File: src/rtl/dot_reveal.sv
module dot_reveal #(
  parameter int          SCAN_LOG2 = 9,
  parameter int          STEP_LOG2 = 25,
  parameter logic [63:0] GLYPH     = 64'h3C66_C3FF_FFC3_663C
) (
  input  logic       clk,
  input  logic       rst,
  input  logic       en,
  output logic [7:0] row_sel,
  output logic [7:0] col_n
);

  localparam logic [3:0] LAST_STAGE = 4'd8;

  logic [STEP_LOG2-1:0] div;
  logic [2:0]           row_idx;
  logic [3:0]           stage;
  logic [7:0]           col_mask;
  logic                 row_vis;

  wire scan_tick = &div[SCAN_LOG2-1:0];
  wire step_tick = &div;
  wire col_phase = (stage < 4'd4);
  wire row_phase = (stage >= 4'd4) && (stage < LAST_STAGE);
  wire [2:0] lvl = {1'b0, stage[1:0]};

  always_ff @(posedge clk) begin
    if (rst) begin
      div     <= '0;
      row_idx <= '0;
      stage   <= '0;
    end else begin
      div <= div + 1'b1;
      if (scan_tick) row_idx <= row_idx + 3'd1;
      if (step_tick) stage <= (stage == LAST_STAGE) ? 4'd0 : stage + 4'd1;
    end
  end

  always_comb begin
    for (int c = 0; c < 8; c++)
      col_mask[c] = !col_phase || (c <= int'(lvl)) || (c >= 7 - int'(lvl));
    row_vis = !row_phase ||
              ((int'(row_idx) >= 3 - int'(lvl)) && (int'(row_idx) <= 4 + int'(lvl)));
  end

  assign row_sel = 8'd1 << row_idx;
  assign col_n   = (en && row_vis) ? ~(GLYPH[{row_idx, 3'b000} +: 8] & col_mask) : 8'hFF;

  assert_onehot_R1: assert property (@(posedge clk) disable iff (rst)
    $countones(row_sel) == 1);

  assert_row_advance_R1: assert property (@(posedge clk) disable iff (rst)
    scan_tick |=> row_sel == {$past(row_sel[6:0]), $past(row_sel[7])});

  assert_row_steady_R1: assert property (@(posedge clk) disable iff (rst)
    !scan_tick |=> $stable(row_sel));

  assert_blank_R3: assert property (@(posedge clk) disable iff (rst)
    !en |-> &col_n);

  assert_stage_hold_R4: assert property (@(posedge clk) disable iff (rst)
    !step_tick |=> $stable(stage));

  assert_stage_range_R4: assert property (@(posedge clk) disable iff (rst)
    stage <= LAST_STAGE);

  assert_wrap_R7: assert property (@(posedge clk) disable iff (rst)
    (step_tick && stage == LAST_STAGE) |=> stage == 4'd0);

  assert_reset_R8: assert property (@(posedge clk)
    rst |=> (row_sel == 8'd1) && (stage == 4'd0));

endmodule

File: config.mk
export PLATFORM = sky130hd
export DESIGN_NAME = dot_reveal
export DESIGN_NICKNAME = d
export VERILOG_FILES = /design/src/rtl/dot_reveal.sv
export SDC_FILE = /design/constraint.sdc
export NUM_CORES = 1
export LEC_CHECK = 0
export BUFFER_PORTS_ARGS = -buffer_cell sky130_fd_sc_hd__buf_2
export CORE_MARGIN = 2
export CORE_UTILIZATION = 60
export CTS_BUF_LIST = sky130_fd_sc_hd__clkbuf_2
export CTS_CLUSTER_DIAMETER = 50
export DETAILED_ROUTE_END_ITERATION = 16
export GPL_ROUTABILITY_DRIVEN = 0
export PLACE_DENSITY_LB_ADDON = 0.12
export SYNTH_ARGS = -nofsm -noshare
export SYNTH_HDL_FRONTEND = slang
export SYNTH_SLANG_ARGS = --single-unit
File: constraint.sdc
create_clock -name clk -period 2.3 [get_ports clk]
set_input_delay 0.23 -clock clk [delete_from_list [all_inputs] [get_ports clk]]
set_output_delay 0.23 -clock clk [all_outputs]
set_load 0.01 [all_outputs]
Yosys cells after proc, flatten, opt, wreduce, memory -nomap -nowiden
Index checks and enable logic that the tools add are counted.
- $add $sub $neg: 6
- $lt $le $gt $ge: 19
- eq/ne operators: 1
- shift-type cells: 2
- muxes and demuxes: 2
- bitwise operators: 2
- reductions and logical operators: 22
- operators by type and width (kind ; count):
    64-bit by 7-bit variable part select with 8-bit output (first input constant) ; 1
    25-bit by 1-bit adder with 25-bit output (second input constant) ; 1
    25-bit AND reduction ; 1
    4-bit >= comparator (first input constant) ; 4
    1-bit logical OR ; 15
    3-bit by 2-bit less-or-equal comparator with 1-bit output (first input constant) ; 4
    9-bit AND reduction ; 1
    8-bit AND ; 1
    3-bit by 4-bit >= comparator with 1-bit output (first input constant) ; 2
    8-bit 2-to-1 mux ; 1
    8-bit inverter ; 1
    1-bit by 3-bit << shifter with 8-bit output (first input constant) ; 1
    3-bit by 2-bit adder with 4-bit output (first input constant) ; 1
    4-bit by 1-bit adder with 4-bit output (second input constant) ; 1
    4-bit == test (second input constant) ; 1
    2-bit by 4-bit >= comparator with 1-bit output (first input constant) ; 1
    4-bit by 3-bit >= comparator with 1-bit output ; 1
    4-bit by 3-bit >= comparator with 1-bit output (second input constant) ; 1
    2-bit less-or-equal comparator (first input constant) ; 2
    3-bit by 4-bit less-or-equal comparator with 1-bit output ; 1
    4-bit by 3-bit less-than comparator with 1-bit output (second input constant) ; 1
    4-bit less-than comparator (second input constant) ; 1
    4-bit 2-to-1 mux ; 1
    3-bit by 2-bit subtractor with 4-bit output (first input constant) ; 1
    other kinds (5) ; 8
- bits in registers: 32
- input port bits: 3
- output and inout port bits: 16
- word-level logic and storage cells: 57

Longest topological paths before layout
- word-level depth: 7
- gate-level depth with buffers: 8
- gate-level depth less buffers: 7

Least setup slack after synthesis
OpenSTA, ideal clock, no wires.
- kind: flip-flop to flip-flop
- from: register div[0]
- to: register stage[3]
- library setup time: 0.070 ns
- data arrival time: 1.860 ns
- data required time: 2.230 ns
- setup slack: 0.370 ns
- stages on the path, launching flop included: 6
- path buffers: 0
- period minus slack after synthesis: 1.930 ns
- path through: dfxtp_1 -> ha_1 -> nand4_4 -> or4_4 -> or4_1 -> a21oi_1
- longest elaborated chain between the ends: 1
- ends and longest elaborated chain (item ; line ; source):
    from (decl) ; 15 ; logic [STEP_LOG2-1:0] div;
    from (signal assigned) ; 33 ; div <= div + 1'b1;
    25-bit AND reduction ; 22 ; wire step_tick = &div;
    to (signal assigned) ; 35 ; if (step_tick) stage <= (stage == LAST_STAGE) ? 4'd0 : stage + 4'd1;
    to (decl) ; 17 ; logic [3:0] stage;
Every way passes these cells.
A chain may end at the register's enable or synchronous reset.

Worst setup path in the final report
- from: register row_idx[0]
- to: output port col_n[7]
- longest elaborated chain between the ends: 5
- ends and longest elaborated chain (item ; line ; source):
    from (decl) ; 16 ; logic [2:0] row_idx;
    from (signal assigned) ; 34 ; if (scan_tick) row_idx <= row_idx + 3'd1;
    parallel branches: the longest is 4 deep, another holds 64-bit by 7-bit variable part select with 8-bit output ; -- ;
    8-bit 2-to-1 mux (*) ; 47 ; assign col_n = (en && row_vis) ? ~(GLYPH[{row_idx, 3'b000} +: 8] & col_mask) : 8'hFF;
    to (decl) ; 10 ; output logic [7:0] col_n
Mark *: on every way between the ends.

==> run metrics <==
first-pass GRT wire length=slightly below 6000 um; core area=3030 um2; largest net degree at the start of global routing=34; CP Max Fanout=5; Post-synth ARST share=0; setup TNS=0 ps; fin nets=260; vias in the first global route=1425; dpl hpwl=between 2000 and 3000 um; PortBufs=18; worst-skew pair later-pin latency=about 360 ps; Post-synth top flop=dfxtp_1; Synth cell types=39; IR drop worst, VDD=366 uV; clk buf depth=2; simple-gate share of the synthesized area=0.268; TritonCTS clock tree=built; Die Width=around 60 um; Detailed Route Iter0 Violations=76; CP Capture Type=primary output; initial antenna violation count=0; Pleak=0.744 nW; mapped cell area=between 1500 and 2000 um2; register area=648 um2; die area=3600 um2; worst hold path type=primary input to flop; layout cells sized above 1=0.184; reg2reg setup slack=220 ps; Place WS=approximately 250 ps; syn_area_per_cell=approximately 8.6 um2; synth top area cells=dfxtp_1, ha_1, nor2_1; multi-input logic area=about 1100 um2; # fillers=roughly 250; DR WL/cell=around 13 um; min Tclk post-route=2210 ps; main combinational cell family by area after synthesis=simple AND/OR/NAND/NOR gates; Final Hold Viols=0; Max Slew Vio Count=0; chip height=60.0 um; syn nets=around 240; clk sink count=32; initial core utilization=0.621; setup ws final=slightly below 90 ps; Gate Count Post-Synth=between 200 and 250; DRT Pass-1 Iters=4; Post-Layout Cell Count=approximately 280; Worst Setup Path Type=flop to primary output; EDFF count, synth=0; Yosys warning total=0; sequential share of the synthesized area=0.340; row count=20; Yosys reg bits=32; TritonCTS Buffers=5; Tcrit/Tclk final=0.961; area delta synth->final=10.0%; Worst EP required=around 2100 ps; Total GRT Usage=0.220; Synth area leader=dfxtp_1; endpoints failing setup=0; total number of vias=1632; # IOs=19; Max-cap violations=0; # DRC=0; Slew headroom=0.495; Setup Skew=between 20 and 25 ps; power per standard cell area=around 400 nW/um2; RSZ-0062 raised after global routing=yes; fraction of the mapped netlist area in adder cells=0.126; outcome=complete, no violations; Worst EP arrival=1980 ps; Routed WL=approximately 3700 um; placed cell count=272; actual transition at the worst max-transition pin=751 ps; top-area cell type share of the netlist area=0.340; Startpoint Class=flop; antenna cells=0; post-synthesis mux area share=0.0166; highest clock rate=about 0.45 GHz; XOR/XNOR Fraction of Synth Area=0.0559; tightest hold margin=around 330 ps; post-synthesis compound-gate area fraction=0.125; Via-to-Cell Ratio=about 5.8; GRT Residual Overflow=0; H-tree Lvls=2; Final ANT Viol Nets=0; clock root buffer master=clkbuf_2; Clk pin slew, worst setup/hold paths=150 ps
layer usage:
metal / wire, um / track usage / vias to the layer above
li1: - / - / 813
met1: 1630 / 0.256 / 761
met2: 1820 / 0.380 / 52
met3: 177 / 0.0519 / 6
met4: 53 / 0.0952 / 0
met5: 0 / 0 / -
synth_stat cells, types with 2 or more instances:
| master | n |
|---|---|
| dfxtp_1 | 32 |
| nor2_1 | 22 |
| ha_1 | 19 |
| a21oi_1 | 16 |
| nand3_1 | 16 |
| inv_1 | 13 |
| nand2_1 | 9 |
| nor2b_1 | 9 |
| xnor2_1 | 9 |
| o31ai_1 | 7 |
| or4_1 | 7 |
| o21ai_0 | 6 |
| nand4_1 | 5 |
| nor3_1 | 5 |
| nor4_1 | 5 |
| buf_4 | 4 |
| clkbuf_1 | 4 |
| and2_1 | 3 |
| buf_6 | 3 |
| or3_1 | 3 |
| xor2_1 | 3 |
| mux2i_1 | 2 |
sequential cells by signal (all words and copies together), names as in the netlist:
name and cells:
div 25, stage 4, row_idx 3
timing repair:
action / in CTS / in global routing
hold buffers: 0 / 0
buffers inserted: 0 / 3
pin swaps: 0 / 2
setup endpoints to repair: 8 / 8
cloned: 0 / 0
gates resized for setup: 2 / 8
endpoints found under the hold margin: 0 / 0
power breakdown:
group          total (mW)  internal (mW)  switching (mW)  leakage (nW)
Clock               0.254         0.0761           0.178        0.0266
Sequential          0.563          0.558         0.00491         0.261
Combinational      0.0201        0.00621          0.0139         0.457
cell families (layout without fill, tap and decap cells):
group	Yosys count	count (layout)
buffers and inverters	24	44
flip-flops	32	32
XOR/XNOR	12	12
multiplexers	3	3
AND/OR/NAND/NOR	91	91
adder cells (fa/ha/maj)	19	19
AO/OA/AOI/OAI	38	38
through the flow:
step	utilization	instance area [um2]	power (mW)
after detailed placement	0.648	1960	0.596
after CTS	0.663	2010	0.850
after floorplan	-	1880	0.591
after global placement	0.648	1960	0.595
after global routing	0.684	2070	0.876
final	0.684	2070	0.837
area by class of cell:
| class | count | share of cell area |
|---|---|---|
| multi-input combinational | 163 | 0.553 |
| clock inverter | 2 | 0.00544 |
| sequential | 32 | 0.313 |
| inverter | 13 | 0.0254 |
| clock buffer | 6 | 0.0145 |
| timing repair buffer | 23 | 0.0616 |
| tap | 44 | 0.0266 |
worst max-delay path, cell delays in order, from the launching register on:
cell and delay, ps:
dfxtp_4 400, clkinvlp_4 150, ha_1 230, nor2b_1 140, o221ai_1 120, a211o_1 340
nand3_1 110, buf_2 130
placed cells by master (no fill, tap or decap), types with 2 or more instances in the layout:
cell type	count
o31ai_1	7
or3_1	3
nor2b_1	8
nor4_1	5
clkbuf_2	6
or4_1	7
nand2_1	9
and2_1	3
dfxtp_1	28
ha_1	17
a21oi_1	16
nand3_1	16
nand4_1	5
xnor2_1	9
o21ai_0	6
xor2_1	3
dfxtp_2	3
clkinvlp_4	2
buf_4	5
nor3_1	5
ha_4	2
nor2_1	22
buf_2	18
inv_1	12
mux2i_1	2
final timing paths:
kind / startpoint / to / depth (start not counted)
worst min-delay path: rst / div[0] / 2
worst min register to register: div[0] / div[0] / 1
worst max-delay path: row_idx[0] / col_n[7] / 7
worst max register to register: div[5] / div[23] / 4
Note: power is estimated with default switching activity, not from simulation.
